[src/rtl/wrg_pkg.sv]
package wrg_pkg;

  typedef enum logic [2:0] {
    ST_IDLE     = 3'd0,
    ST_PRESET   = 3'd1,
    ST_BUSYWAIT = 3'd2,
    ST_HOLD     = 3'd3,
    ST_DONE     = 3'd4
  } wrgState_e;

  // strobes from control to datapath
  typedef struct packed {
    logic cycleStart;
    logic presetDec;
    logic waitTick;
  } wrgCtrl_s;

  // conditions from datapath to control
  typedef struct packed {
    logic presetZero;
    logic presetDone;
    logic convIdle;
    logic minMet;
  } wrgStat_s;

endpackage

[src/rtl/wrg_datapath.sv]
module wrg_datapath
  import wrg_pkg::*;
#(
  parameter int PRESET_W    = 2,
  parameter int SYNC_STAGES = 2,
  parameter int MIN_WAIT    = 6
) (
  input  logic                clk,
  input  logic                rstN,
  input  logic                busyN,
  input  logic [PRESET_W-1:0] presetWaits,
  input  wrgCtrl_s            ctrl,
  output wrgStat_s            stat
);

  localparam int CNT_W = $clog2(MIN_WAIT + 1);

  logic [SYNC_STAGES-1:0] syncQ;
  logic [PRESET_W-1:0]    presetCnt;
  logic [CNT_W-1:0]       waitCnt;
  logic                   warm;

  // BUSY synchronizer chain, reset to "not busy"
  generate
    for (genvar i = 0; i < SYNC_STAGES; i++) begin : g_sync
      if (i == 0) begin : g_first
        always_ff @(posedge clk or negedge rstN) begin
          if (!rstN) syncQ[0] <= 1'b1;
          else       syncQ[0] <= busyN;
        end
        p_sync_first_r4: assert property (@(posedge clk) disable iff (!rstN)
          warm |-> syncQ[0] == $past(busyN));
      end else begin : g_next
        always_ff @(posedge clk or negedge rstN) begin
          if (!rstN) syncQ[i] <= 1'b1;
          else       syncQ[i] <= syncQ[i-1];
        end
        p_sync_stage_r4: assert property (@(posedge clk) disable iff (!rstN)
          warm |-> syncQ[i] == $past(syncQ[i-1]));
      end
    end
  endgenerate

  always_ff @(posedge clk or negedge rstN) begin
    if (!rstN) warm <= 1'b0;
    else       warm <= 1'b1;
  end

  // preset wait-state countdown, captured at the start of a read
  always_ff @(posedge clk or negedge rstN) begin
    if (!rstN)               presetCnt <= '0;
    else if (ctrl.cycleStart) presetCnt <= presetWaits - PRESET_W'(1);
    else if (ctrl.presetDec)  presetCnt <= presetCnt - PRESET_W'(1);
  end

  // waited-edge counter, saturating at MIN_WAIT
  always_ff @(posedge clk or negedge rstN) begin
    if (!rstN)                waitCnt <= '0;
    else if (ctrl.cycleStart) waitCnt <= CNT_W'(1);
    else if (ctrl.waitTick && waitCnt != CNT_W'(MIN_WAIT))
                              waitCnt <= waitCnt + CNT_W'(1);
  end

  always_comb begin
    stat.presetZero = (presetWaits == '0);
    stat.presetDone = (presetCnt == '0);
    stat.convIdle   = syncQ[SYNC_STAGES-1];
    stat.minMet     = (waitCnt >= CNT_W'(MIN_WAIT - 1));
  end

  p_preset_count_r3: assert property (@(posedge clk) disable iff (!rstN)
    (ctrl.presetDec && !ctrl.cycleStart && presetCnt != '0)
      |=> presetCnt == $past(presetCnt) - PRESET_W'(1));

  p_preset_hold_r10: assert property (@(posedge clk) disable iff (!rstN)
    (!ctrl.cycleStart && !ctrl.presetDec) |=> $stable(presetCnt));

  p_cnt_bounded_r7: assert property (@(posedge clk) disable iff (!rstN)
    waitCnt <= CNT_W'(MIN_WAIT));

endmodule

[src/rtl/wrg_control.sv]
module wrg_control
  import wrg_pkg::*;
(
  input  logic     clk,
  input  logic     rstN,
  input  logic     rdN,
  input  logic     csN,
  input  wrgStat_s stat,
  output wrgCtrl_s ctrl,
  output logic     waitReqN
);

  wrgState_e state, nextState;
  logic      readActive;

  assign readActive = !rdN && !csN;

  always_comb begin
    nextState = state;
    if (!readActive) begin
      nextState = ST_IDLE;
    end else begin
      unique case (state)
        ST_IDLE:     nextState = stat.presetZero ? ST_BUSYWAIT : ST_PRESET;
        ST_PRESET:   nextState = stat.presetDone ? ST_BUSYWAIT : ST_PRESET;
        ST_BUSYWAIT: nextState = stat.convIdle   ? ST_HOLD     : ST_BUSYWAIT;
        ST_HOLD:     nextState = stat.minMet     ? ST_DONE     : ST_HOLD;
        ST_DONE:     nextState = ST_DONE;
        default:     nextState = ST_IDLE;
      endcase
    end
  end

  always_ff @(posedge clk or negedge rstN) begin
    if (!rstN) state <= ST_IDLE;
    else       state <= nextState;
  end

  always_comb begin
    ctrl.cycleStart = readActive && (state == ST_IDLE);
    ctrl.presetDec  = readActive && (state == ST_PRESET);
    ctrl.waitTick   = readActive && (state inside {ST_PRESET, ST_BUSYWAIT, ST_HOLD});
  end

  assign waitReqN = !(readActive && state != ST_DONE);

  p_start_wait_r2: assert property (@(posedge clk) disable iff (!rstN)
    (state == ST_IDLE && readActive) |-> !waitReqN);

  p_busy_hold_r5: assert property (@(posedge clk) disable iff (!rstN)
    (state == ST_BUSYWAIT && !stat.convIdle && readActive)
      |=> (state == ST_BUSYWAIT));

  p_extra_step_r6: assert property (@(posedge clk) disable iff (!rstN)
    (state == ST_BUSYWAIT && stat.convIdle && readActive) |=> (state == ST_HOLD));

  p_min_hold_r7: assert property (@(posedge clk) disable iff (!rstN)
    (state == ST_HOLD && !stat.minMet && readActive) |=> (state == ST_HOLD));

  p_done_sticky_r8: assert property (@(posedge clk) disable iff (!rstN)
    (state == ST_DONE && readActive) |=> (state == ST_DONE));

  p_abort_idle_r9: assert property (@(posedge clk) disable iff (!rstN)
    !readActive |=> (state == ST_IDLE));

endmodule

[src/rtl/adc_wait_gen.sv]
module adc_wait_gen
  import wrg_pkg::*;
#(
  parameter int PRESET_W    = 2,
  parameter int SYNC_STAGES = 2,
  parameter int MIN_WAIT    = 6
) (
  input  logic                clk,
  input  logic                rstN,
  input  logic                rdN,
  input  logic                csN,
  input  logic                busyN,
  input  logic [PRESET_W-1:0] presetWaits,
  output logic                waitReqN
);

  wrgCtrl_s ctrl;
  wrgStat_s stat;

  wrg_datapath #(
    .PRESET_W   (PRESET_W),
    .SYNC_STAGES(SYNC_STAGES),
    .MIN_WAIT   (MIN_WAIT)
  ) u_dp (
    .clk        (clk),
    .rstN       (rstN),
    .busyN      (busyN),
    .presetWaits(presetWaits),
    .ctrl       (ctrl),
    .stat       (stat)
  );

  wrg_control u_ctl (
    .clk     (clk),
    .rstN    (rstN),
    .rdN     (rdN),
    .csN     (csN),
    .stat    (stat),
    .ctrl    (ctrl),
    .waitReqN(waitReqN)
  );

  p_idle_release_r1: assert property (@(posedge clk) disable iff (!rstN)
    (rdN || csN) |-> waitReqN);

endmodule

[config.mk]
export PLATFORM = sky130hd
export DESIGN_NAME = adc_wait_gen
export DESIGN_NICKNAME = d
export VERILOG_FILES = /design/src/rtl/wrg_pkg.sv /design/src/rtl/wrg_datapath.sv /design/src/rtl/wrg_control.sv /design/src/rtl/adc_wait_gen.sv
export SDC_FILE = /design/constraint.sdc
export NUM_CORES = 1
export LEC_CHECK = 0
export ABC_AREA = 1
export CORE_AREA = 4 4 41 43
export DETAILED_ROUTE_END_ITERATION = 10
export DIE_AREA = 0 0 45 47
export GPL_TIMING_DRIVEN = 1
export PLACE_DENSITY = 0.79
export RECOVER_POWER = 100
export SETUP_SLACK_MARGIN = 0.02
export SLEW_MARGIN = 20
export SYNTH_ARGS = -nofsm -noshare
export SYNTH_HDL_FRONTEND = slang
export SYNTH_SLANG_ARGS = --single-unit
[constraint.sdc]
create_clock -name clk -period 2 [get_ports clk]
set_clock_uncertainty 0.1 [all_clocks]
set_input_delay 0.4 -clock clk [delete_from_list [all_inputs] [get_ports clk]]
set_output_delay 0.4 -clock clk [all_outputs]
set_load 0.02 [all_outputs]
# After elaboration in Yosys (flattened, before gate mapping)
# Index checks and enable logic that the tools add are counted.
dict set report op_classes {
  n_lt_le_gt_ge 1
  muxes 10
  n_reduce_logical 15
  eq_ne 6
  n_addsub 3
}
# cell count
set ops {}
lappend ops {{$pmux 3 s5} 1}
lappend ops {{$mux 3} 4}
lappend ops {{$mux 2} 4}
lappend ops {{$eq 3x2->1 const B} 2}
lappend ops {{$logic_and 1x1->1} 6}
lappend ops {{$ne 3x3->1 const B} 2}
lappend ops {{$logic_not 2->1} 2}
lappend ops {{$reduce_bool 2->1} 2}
lappend ops {{$sub 2x1->2 const B} 2}
lappend ops {{$add 3x1->3 const B} 1}
lappend ops {{$eq 3x1->1 const B} 1}
lappend ops {{$eq 3x3->1 const B} 1}
lappend ops {{$ge 3x3->1 const B} 1}
lappend ops {{$logic_not 1->1} 3}
lappend ops {{$logic_not 3->1} 1}
lappend ops {{$reduce_bool 3->1} 1}
lappend ops {{$mux 1} 1}
dict set report word_totals {
  wordCells 40
  output_inout_bits 1
  in_bits 7
  ff_bits 10
}

# Depth between registers and ports, before layout
# Gate-level depths: netlist (run 1).
dict set report depth {
  depth_word 6
  mapped_depth 8
  ltp_nobuf 8
}

# Modules after synthesis
# From an unflattened synthesis (run 1), not the netlist that was laid out.
dict set report hier_totals {
  cells_unflattened 89
  hier_area_um2 638.1
}
# module cells_per_inst area_each_um2 seq_area_each_um2 n_inst
set by_module_without_submodules {}
lappend by_module_without_submodules {wrg_datapath 54 415.4 177.7 1}
lappend by_module_without_submodules {wrg_control 35 222.7 75.1 1}

# Worst setup path after synthesis (run 1)
# Ideal clock, no wire load.
dict set report synth_timing {
  path_type {reg-to-output}
  start {register u_ctl.state[1]}
  end {output port waitReqN}
  n_path_buf 0
  path_stages_with_launch 4
  arrival_ns 0.879
  slack_ns 0.621
  required_ns 1.500
  path_cell_list {dfrtp_1 -> nor2_4 -> nand2_1 -> nand2_1}
}
dict set report synth_between {
  elab_chain_cells 3
}
# element line_no
set synth_rtl {}
lappend synth_rtl {{start: declaration} wrg_control.sv:13} ;# wrgState_e state, nextState;
lappend synth_rtl {{start signal: assignment} wrg_control.sv:36} ;# else state <= nextState;
lappend synth_rtl {{$ne 3x3->1} wrg_control.sv:45} ;# assign waitReqN = !(readActive && state != ST_DONE);
lappend synth_rtl {{$logic_and 1x1->1} wrg_control.sv:45}
lappend synth_rtl {{$logic_not 1->1} wrg_control.sv:45}
lappend synth_rtl {{end: declaration} adc_wait_gen.sv:14} ;# output logic waitReqN
# Every way passes these cells.

# Worst setup path after layout (run 1)
dict set report layout_timing {
  start {input port csN}
  end {output port waitReqN}
}
dict set report layout_between {
  elab_chain_cells 4
}
# element line_no
set layout_rtl {}
lappend layout_rtl {{start: declaration} adc_wait_gen.sv:11} ;# input logic csN,
lappend layout_rtl {{$logic_not 1->1} wrg_control.sv:16} ;# assign readActive = !rdN && !csN;
lappend layout_rtl {{$logic_and 1x1->1} wrg_control.sv:16}
lappend layout_rtl {{$logic_and 1x1->1} wrg_control.sv:45}
lappend layout_rtl {{$logic_not 1->1} wrg_control.sv:45}
# Every way passes these cells.

==> impl_results.md, run 1 <==
* Worst rel slew slack at 0.7080
* Leading cell type in the layout, fill and taps excluded: nand2_1
* Sinks on Clock Net at 10
* Kind of cell with the highest combined delay on the critical path: buffers and inverters
* Share of layout cells above drive strength 1 at 0.1753
* Number of vias in the routed layout at 581
* Design Power at about 0.56 mW
* Final period util at 0.9287
* Number of standard cells in the final layout excluding fillers at 112
* Final standard cell area without fillers at 780.7 µm²
* Share of total power in the clock network at 0.251
* Setup bufs post-CTS at 0
* Number of warning messages in the yosys log at 0
* Static leakage at 0.3916 nW
* Area post-placement at 769.5 µm²
* Netlist Area Pre-Place at 665.6 µm²
* Count of pins over their slew limit at 0
* Overall die area at 2115 µm²
* Gate power share at 0.283
* Maximum clock frequency at 538.4 MHz
* Flip-flop and latch count after synthesis at 10
* Wire length of the first global-routing pass at roughly 2300 µm
* Multi-input gate area at 350.3 µm²
* Worst Hold Class: reg -> reg
* Total routing usage reported by global routing at 0.1552
* Commonest cells after routing, fill and taps aside: 20 x nand2_1, 11 x inv_1, 8 x nor2_1, 8 x dfrtp_1, 7 x nand3_1
* Initial antenna violation count at 0
* Synthesized netlist net count at between 90 and 100
* Setup WS post-layout at between 0.1 and 0.15 ns
* Startpoint Class: input pin
* Total half-perimeter wirelength after legalization and detailed placement at 1039 µm
* TritonCTS buffer count at 3
* TritonCTS clock tree: built
* Area Growth Syn to Fin at 17.29%
* Horizontal die dimension at ~45 µm
* Data arrival time of the critical path at 1.36 ns
* Clock root cell: clkbuf_4
* Max stage delay cell, worst path: clkdlybuf4s50_1
* Synth top area share at 0.3008
* Ports at 8
* Antenna Violating Nets Remaining at 0
* Total Wirelength at 1257 µm
* Final setup fails at 0
* Core area at around 1300 µm²
* Post-layout minimum cycle time at roughly 1.9 ns
* Global-route congestion overflow total at 0
* Number of nets in the layout at 108
* DRC at 0
* Mapped Cells at 84
* Routed length per instance at 11.22 µm
* Maximum single-stage delay on the critical path at 0.52 ns
* Worst hold slack at 0.2551 ns
* Internal power at between 0.3 and 0.4 mW
* Share of total power in sequential cells at 0.466
* Number of vias per cell after detailed routing at between 5 and 6
* Placement-stage worst setup slack at -0.1279 ns
* Slew of the pin with the lowest slew margin at 0.4365 ns
* Final core occ at 0.6000
* Area contributors post-synth: dfrtp_1 30%, nand2_1 11%, dfstp_2 7.9%
* Mean instance size in the synthesized netlist at 7.924 µm²
* RD Place Congestion at 0.8151
* Antenna Cells at 0
* Clock-pin slew on the worst setup and hold paths at 0.06 ns
* FF/Latch Area at approximately 250 µm²
* Final-report hold violation count at 0
* Buffers from clock root to sink, at most at 2
* Power Dens Cells at ~720 nW/µm²
* Y dimension of the die at between 40 and 50 µm
* Part of the Yosys area used for sequential elements at 0.3797
* Worst IR drop on VDD at ~330 µV
* Post-Place Cells at 108
* RSZ-0062 raised after global routing: false
* Buf/Inv on CP at 2
* IO buf count at 7
* Number of DRC violations after detailed-routing iteration 0 at 13
* Sw Ratio at 0.3356
* Most area-hungry cell type in the Yosys netlist: dfrtp_1
* Outcome: completed
* Critical path class: in -> out
* Pin count of the biggest net entering global routing at 11
* CTS HTree Levels at 1
* Iteration count of the initial detailed-routing pass at 4
* Via count of the first global-routing pass at 553
* Source-to-sink clock delay at the later pin of the worst-skew pair at 0.26 ns
* Critical path fanouts, max at 2
* Starting density of the core at 0.5115
* Number of unique standard cell types used by synthesis at 21
* Critical path cell sequence: clkdlybuf4s50_1, nor2_4, nand2_1, dlygate4sd2_1
* Critical Path RT at 1.50 ns
* Cts-stage hold buffer count at 0
* Fillers at 143
* Number of standard-cell rows in the floorplan at 13
* Setup tns final at 0 ns
* Net switching power at 0.1886 mW
* Crit path capture type: output pin
* Reported max-cap violation count at 0
-- cell families after synthesis --
logic type | synth area share
fa+ha+maj | 0.05640
buf+inv | 0.07895
compound gates | 0.1053
xor+xnor | 0.01316
simple gates | 0.3666
flops | 0.3797
-- path summary, 6_finish.rpt --
check                               startpoint                 to  slack, ns  cells after the start
max in group asynchronous                 rstN       u_dp.stat[1]       1.05                      1
worst min register to register   u_dp.syncQ[0]       u_dp.stat[1]       0.26                      0
worst max register to register  u_ctl.state[1]  u_dp.presetCnt[1]       0.60                      7
worst max-delay path                       csN           waitReqN       0.14                      4
worst min-delay path             u_dp.syncQ[0]       u_dp.stat[1]       0.26                      0
min in group asynchronous                 rstN    u_dp.waitCnt[0]       0.41                      1
-- power by group through the flow --
stage	clock, mW	combinational, mW	sequential [mW]
after floorplan	0	0.114	0.261
after global placement	0	0.156	0.266
after detailed placement	0	0.164	0.266
after CTS	0.147	0.164	0.262
after global routing	0.158	0.184	0.265
final	0.141	0.159	0.262
-- routing by layer --
metal  part of all wire  GRT usage  vias to the layer above  wire length [µm]
met5                  0          0                        -                 0
met4              0.018    0.08772                        0                23
met3              0.053    0.04598                        4                66
met2               0.47     0.2458                       15               589
met1               0.46     0.1887                      265               578
li1                   -          -                      297                 -
-- synth_stat cells --
cell type   n
nand2_1    19
inv_1      11
dfrtp_1     8
nand3_1     7
nor2_1      7
nand4_1     4
o21ai_1     4
ha_1        3
inv_2       3
a21oi_1     2
dfstp_2     2
nand2_2     2
nor2_4      2
nor3_2      2
o21ai_0     2
a31oi_4     1
nand3_4     1
nand3b_1    1
nor2_2      1
o21ai_2     1
xor2_1      1
-- repair_timing --
item                                   in CTS  in global routing
setup endpoints to repair                   1                  0
endpoints found under the hold margin       0                  0
gates resized for setup                     1                  0
-- worst reg2reg max path, delay by kind of cell (launching register included) --
kind,cells,cell delay (ns)
and+or+nand+nor,6,0.56
DFF,1,0.43
buffers and inverters,1,0.18
-- layout make-up --
cell class / instances / area share
multi-input combinational: 60 / 0.4487
sequential: 10 / 0.3237
timing repair buffer: 9 / 0.1026
inverter: 14 / 0.06731
clock buffer: 4 / 0.03365
tap: 15 / 0.02404
-- sequential cells by signal (all words and copies together) (netlist names) --
register,flops
u_dp.waitCnt,3
u_dp.syncQ,1
u_dp.presetCnt,2
u_dp.stat,1
u_ctl.state,3
No activity file was read; power rests on OpenSTA's default activity.
==> run 2, diff against run 1 <==
- ABC_AREA: 1 -> not set
- PLACE_DENSITY: 0.79 -> 0.71
==> run 2 against run 1 <==
Against the previous run:
- register-to-register slack worse by 0.25 ns
- global-route usage fell by 2.1 points
- count of clock-buffer cells in the layout unchanged
- routed wire length is 16% lower
- area after synthesis fell by 14%
- power shrank 5.3%
- flip-flop and latch count is the same
==> impl_results.md, run 2 <==
* Via count of the first global-routing pass at about 490
* Slew of the pin with the lowest slew margin at 0.4332 ns
* Final-report hold violation count at 0
* Flip-flop and latch count after synthesis at 10
* Synthesized netlist net count at 68
* Proportion of register bits with asynchronous set or reset after synthesis at 1.000
* Setup tns final at 0 ns
* Buf/Inv on CP at 2
* Outcome: completed
* Post-layout minimum cycle time at 1.873 ns
* Power Dens Cells at 729.7 nW/µm²
* Iteration count of the initial detailed-routing pass at 4
* Number of standard-cell rows in the floorplan at 13
* Mean instance size in the synthesized netlist at about 10 µm²
* Maximum single-stage delay on the critical path at 0.63 ns
* Horizontal die dimension at 45 µm
* Most area-hungry cell type in the Yosys netlist: dfrtp_1
* Worst hold slack at 0.2563 ns
* Critical path cell sequence: clkdlybuf4s50_1, clkbuf_4, or4_1, nor4b_2, a211o_1
* Startpoint Class: input pin
* Worst IR drop on VDD at 620.3 µV
* Number of warning messages in the yosys log at 0
* Crit path capture type: flip-flop
* Number of synthesized flops with an enable pin at 0
* Data arrival time of the critical path at 1.98 ns
* Total routing usage reported by global routing at 0.1340
* Core area at roughly 1300 µm²
* Commonest cells after routing, fill and taps aside: 8 x nand2_1, 8 x dfrtp_1, 5 x nor2_1, 5 x o21ai_0, 5 x clkbuf_4
* Count of pins over their slew limit at 0
* RD Place Congestion at roughly 0.71
* Number of nets in the layout at 85
* Part of the Yosys area used for sequential elements at 0.4440
* Overall die area at approximately 2100 µm²
* Clock-pin slew on the worst setup and hold paths at 0.07 ns
* Critical path fanouts, max at 5
* Antenna Cells at 0
* Area Growth Syn to Fin at 28.13%
* Reported max-cap violation count at 0
* Number of vias in the routed layout at 480
* Leading registers by flop count: u_ctl.state x3, u_dp.waitCnt x3, u_dp.presetCnt x2
* TritonCTS clock tree: built
* Maximum clock frequency at about 530 MHz
* Number of DRC violations after detailed-routing iteration 0 at 10
* Worst rel slew slack at 0.7102
* Initial antenna violation count at 0
* Mapped Cells at 58
* IO buf count at 7
* Max stage delay cell, worst path: or4_1
* Pin count of the biggest net entering global routing at 11
* DRC at 0
* Y dimension of the die at 47 µm
* Most numerous cell types in the synthesized netlist: 8 x dfrtp_1, 8 x nand2_1, 5 x nor2_1, 5 x o21ai_0
* Source-to-sink clock delay at the later pin of the worst-skew pair at 0.27 ns
* Static leakage at 0.3193 nW
* TritonCTS buffer count at 3
* CTS HTree Levels at 1
* Area contributors post-synth: dfrtp_1 35%, dfstp_2 9.2%, ha_1 6.6%
* Ports at 8
* Total Wirelength at 1061 µm
* Critical Path RT at 2.11 ns
* Total half-perimeter wirelength after legalization and detailed placement at 815.8 µm
* Synth top area share at 0.3516
* Number of instances resized during post-cts repair at 1
* Most used flip-flop cell after synthesis: dfrtp_1
* Routed length per instance at 11.92 µm
* Netlist Area Pre-Place at 569.3 µm²
* Number of unique standard cell types used by synthesis at 29
* Worst Hold Class: reg -> reg
* Number of vias per cell after detailed routing at roughly 5.4
* Final setup fails at 0
* Buffers from clock root to sink, at most at 2
* Starting density of the core at 0.4375
* Final period util at 0.9365
* Global-route congestion overflow total at 0
* Sinks on Clock Net at 10
* RSZ-0062 raised after global routing: false
* Clock root cell: clkbuf_4
* Kind of cell with the highest combined delay on the critical path: simple AND/OR/NAND/NOR gates
* Antenna Violating Nets Remaining at 0
* Setup bufs post-CTS at 0
* Wire length of the first global-routing pass at 2001 µm
* Share of layout cells above drive strength 1 at 0.2162
* Critical path class: in -> reg
* Cts-stage hold buffer count at 0
[run 2: changes by cell type in the layout (fill, tap and decap cells not counted), moves of 4 or more]
cell	change
nand2_1	-12
nand3_1	-6
o21ai_1	-4
nand4_1	-4
inv_1	-8
[run 2: worst paths after layout]
kind	from	end	slack, ns	cells after the start
max	csN	u_dp.presetCnt[1]	0.13	5
max in group asynchronous	rstN	u_dp.stat[1]	1.05	1
min	u_dp.syncQ[0]	u_dp.stat[1]	0.26	0
max reg2reg	u_ctl.state[1]	u_dp.presetCnt[1]	0.35	4
min in group asynchronous	rstN	u_ctl.state[2]	0.40	1
min reg2reg	u_dp.syncQ[0]	u_dp.stat[1]	0.26	0
[run 2: per-layer routing]
layer  global-route usage  up-vias  share of wire
li1                     -      241              -
met1               0.1571      219           0.43
met2               0.2232       18           0.47
met3              0.05747        2          0.080
met4              0.04094        0          0.011
met5                    0        -              0
[run 2: per-stage QoR]
stage / cells / util / worst slack, ns / power, mW / cell area (µm²)
after floorplan: 58 / - / 0.5320 / 0.3160 / 569.3
after global placement: 85 / 0.5365 / -0.07129 / 0.3570 / 698.2
after detailed placement: 85 / 0.5365 / -0.09653 / 0.3622 / 698.2
after CTS: 89 / 0.5635 / 0.1419 / 0.5431 / 733.2
after global routing: 89 / 0.5606 / 0.03351 / 0.5740 / 729.5
final: 89 / 0.5606 / 0.1269 / 0.5323 / 729.5
[run 2: power by group]
group | internal [mW] | switching, mW | total [mW]
logic | 0.0535 | 0.0477 | 0.101
clock network | 0.110 | 0.0675 | 0.178
registers | 0.227 | 0.0266 | 0.253
[run 2: cell families after synthesis]
kind of cell | synth area share
simple gates | 0.2198
compound gates | 0.1890
flops | 0.4440
buf+inv | 0.02856
fa+ha+maj | 0.06594
mux | 0.03736
xor+xnor | 0.01539
[run 2: worst reg2reg max path, cell delays in order, from the launching register on]
cell and delay, ns:
dfrtp_1 0.38, buf_4 0.16, or4_1 0.58, nor4b_2 0.26
a211o_1 0.13
[run 2: cell type report]
cell class,instances,area (µm²)
Sequential cell,10,252.7
Timing Repair Buffer,13,113.9
Multi-Input combinational cell,44,296.5
Tap cell,15,18.77
Clock buffer,4,36.28
Inverter,3,11.26
Fill cell,117,571.8
==> run 3, diff against run 2 <==
- CORE_AREA: 4 4 41 43 -> not set
- CORE_MARGIN: not set -> 4
- CORE_UTILIZATION: not set -> 30
- DIE_AREA: 0 0 45 47 -> not set
- PLACE_DENSITY: 0.71 -> 0.55
- SLEW_MARGIN: 20 -> not set
==> run 3 against run 2 <==
Against the previous run:
- setup slack worse by 0.042 ns
- clock power down 25%
- utilization down 15 points
- global-route usage down 3.7 points
- via count down 1.3%
- register-to-register slack worse by 0.02 ns
- count of clock-buffer cells in the layout down 1
- sequential share of layout area up 0.24 points
- largest cell class unchanged
- highest routed layer unchanged
==> impl_results.md, run 3 (synthesis results as in run 2) <==
* Post-Place Cells at 95
* Slew of the pin with the lowest slew margin at 0.4922 ns
* Cts-stage hold buffer count at 0
* Wire length of the first global-routing pass at 1876 µm
* Leading registers by flop count: u_ctl.state x3, u_dp.waitCnt x3, u_dp.presetCnt x2
* Critical path class: in -> reg
* Core area at 1764 µm²
* Number of vias per cell after detailed routing at 4.837
* Final-report hold violation count at 0
* Clock-pin slew on the worst setup and hold paths at approximately 0.070 ns
* Worst hold stages at 0
* Maximum clock frequency at 522.1 MHz
* Critical path fanouts, max at 4
* TritonCTS clock tree: built
* Post-layout minimum cycle time at ~1.9 ns
* Count of pins over their slew limit at 0
* Antenna Violating Nets Remaining at 0
* Startpoint of the worst setup timing path: csN
* Worst rel slew slack at 0.6708
* Number of nets in the layout at 85
* Source-to-sink clock delay at the later pin of the worst-skew pair at about 0.26 ns
* Maximum single-stage delay on the critical path at approximately 0.60 ns
* Clock root cell: clkbuf_4
* Pin count of the biggest net entering global routing at 11
* Number of standard cells in the final layout excluding fillers at between 90 and 100
* Total Wirelength at between 1000 and 1500 µm
* Final core occ at 0.4106
* Ports at 8
* Data arrival time of the critical path at 2.02 ns
* Iteration count of the initial detailed-routing pass at 4
* Buffers from clock root to sink, at most at 2
* Worst hold path startpoint: u_dp.syncQ[0]
* Global-route congestion overflow total at 0
* Total routing usage reported by global routing at 0.09709
* Register-to-register setup slack at 0.33 ns
* RD Place Congestion at 0.7497
* Reported max-cap violation count at 0
* Static leakage at between 0.3 and 0.4 nW
* RSZ-0062 raised after global routing: false
* Setup tns final at 0 ns
* Worst Hold Class: reg -> reg
* Critical path cell sequence: clkdlybuf4s50_1, clkbuf_4, or4_1, nor4b_1, a211o_1
* Sinks on Clock Net at 10
* Routed length per instance at between 10 and 15 µm
* Initial antenna violation count at 0
* R2r endpoint: u_dp.presetCnt[1]
* Total half-perimeter wirelength after legalization and detailed placement at 833.5 µm
* Number of standard-cell rows in the floorplan at 15
* DRC at 0
* Via count of the first global-routing pass at 463
* Power Dens Cells at 671.0 nW/µm²
* Share of layout cells above drive strength 1 at 0.2055
* Overall die area at ~2700 µm²
* TritonCTS buffer count at 3
* CTS HTree Levels at 1
* Y dimension of the die at 51.56 µm
* Area Growth Syn to Fin at 27.25%
* Startpoint Class: input pin
* Logic depth of the worst register-to-register path at 4
* Starting density of the core at 0.3227
* Critical Path RT at 2.11 ns
* Number of vias in the routed layout at 474
* Final setup fails at 0
* Number of DRC violations after detailed-routing iteration 0 at 11
* Max stage delay cell, worst path: or4_1
* Worst IR drop on VDD at between 200 and 300 µV
* RR Startpoint: u_ctl.state[1]
* Antenna Cells at 0
* Crit path capture type: flip-flop
* IO buf count at 7
* WHS Endpoint: u_dp.stat[1]
* Outcome: completed
* Commonest cells after routing, fill and taps aside: 8 x nand2_1, 8 x dfrtp_1, 5 x o21ai_0, 5 x buf_4
* Horizontal die dimension at 51.56 µm
* Final period util at 0.9577
==> run 3: cell types whose count changed in the layout (fill, tap and decap cells not counted) <==
cell / delta
clkbuf_4: -1
nor2_1: -1
clkbuf_8: -1
buf_4: +1
nor2_2: +1
nor4b_2: -1
nor4b_1: +1
==> run 3: worst max path at each step <==
stage	cells past startpoint	slack, ns	to
global placement	4	-0.12	waitReqN
floorplan	2	0.53	u_dp.presetCnt[1]
finish	5	0.08	u_dp.presetCnt[1]
CTS	4	0.10	waitReqN
global route	5	0.04	u_dp.presetCnt[1]
detailed placement	4	-0.13	waitReqN
==> run 3: what timing repair did <==
action / in CTS / in global routing
gates cloned: 0 / 0
setup endpoints to repair: 1 / 1
buffers inserted: 0 / 0
gates resized for setup: 1 / 1
==> run 3: cell type report <==
type / instances / area (µm²)
fillers: 201 / 1040
multi-input cells: 44 / 292.8
flip-flops and latches: 10 / 252.7
repair buffers: 13 / 113.9
well taps: 25 / 31.28
clock buffers: 3 / 22.52
inverters: 3 / 11.26
==> run 3: report_power, final <==
| part | switching, mW | internal [mW] | total (mW) |
|---|---|---|---|
| Combinational | 0.0475 | 0.0535 | 0.101 |
| Clock | 0.0644 | 0.0692 | 0.134 |
| Sequential | 0.0247 | 0.227 | 0.251 |
==> run 3: routing by layer <==
| layer | vias to the layer above | GRT usage | wire length (µm) |
|---|---|---|---|
| met4 | 0 | 0.02620 | 12 |
| met2 | 13 | 0.1441 | 465 |
| met3 | 2 | 0.05158 | 69 |
| li1 | 237 | - | - |
| met5 | - | 0 | 0 |
| met1 | 222 | 0.1223 | 515 |
==> run 3: critical path: cells and delay by family <==
family / cells / cell delay, ns
AOI/OAI and AO/OA: 1 / 0.14
buffers and inverters: 2 / 0.58
and+or+nand+nor: 2 / 0.90
==> run 3: metrics by stage <==
stage / total power, mW / hold WS [ns] / area [µm²] / worst slack, ns
final: 0.4861 / 0.2422 / 724.4 / 0.08454
after global routing: 0.5227 / 0.2638 / 724.4 / 0.04133
after CTS: 0.5009 / 0.2527 / 732.0 / 0.1016
after detailed placement: 0.3614 / 0.2475 / 710.7 / -0.1263
after global placement: 0.3595 / 0.2462 / 710.7 / -0.1217
after floorplan: 0.3160 / 0.004409 / 569.3 / 0.5320
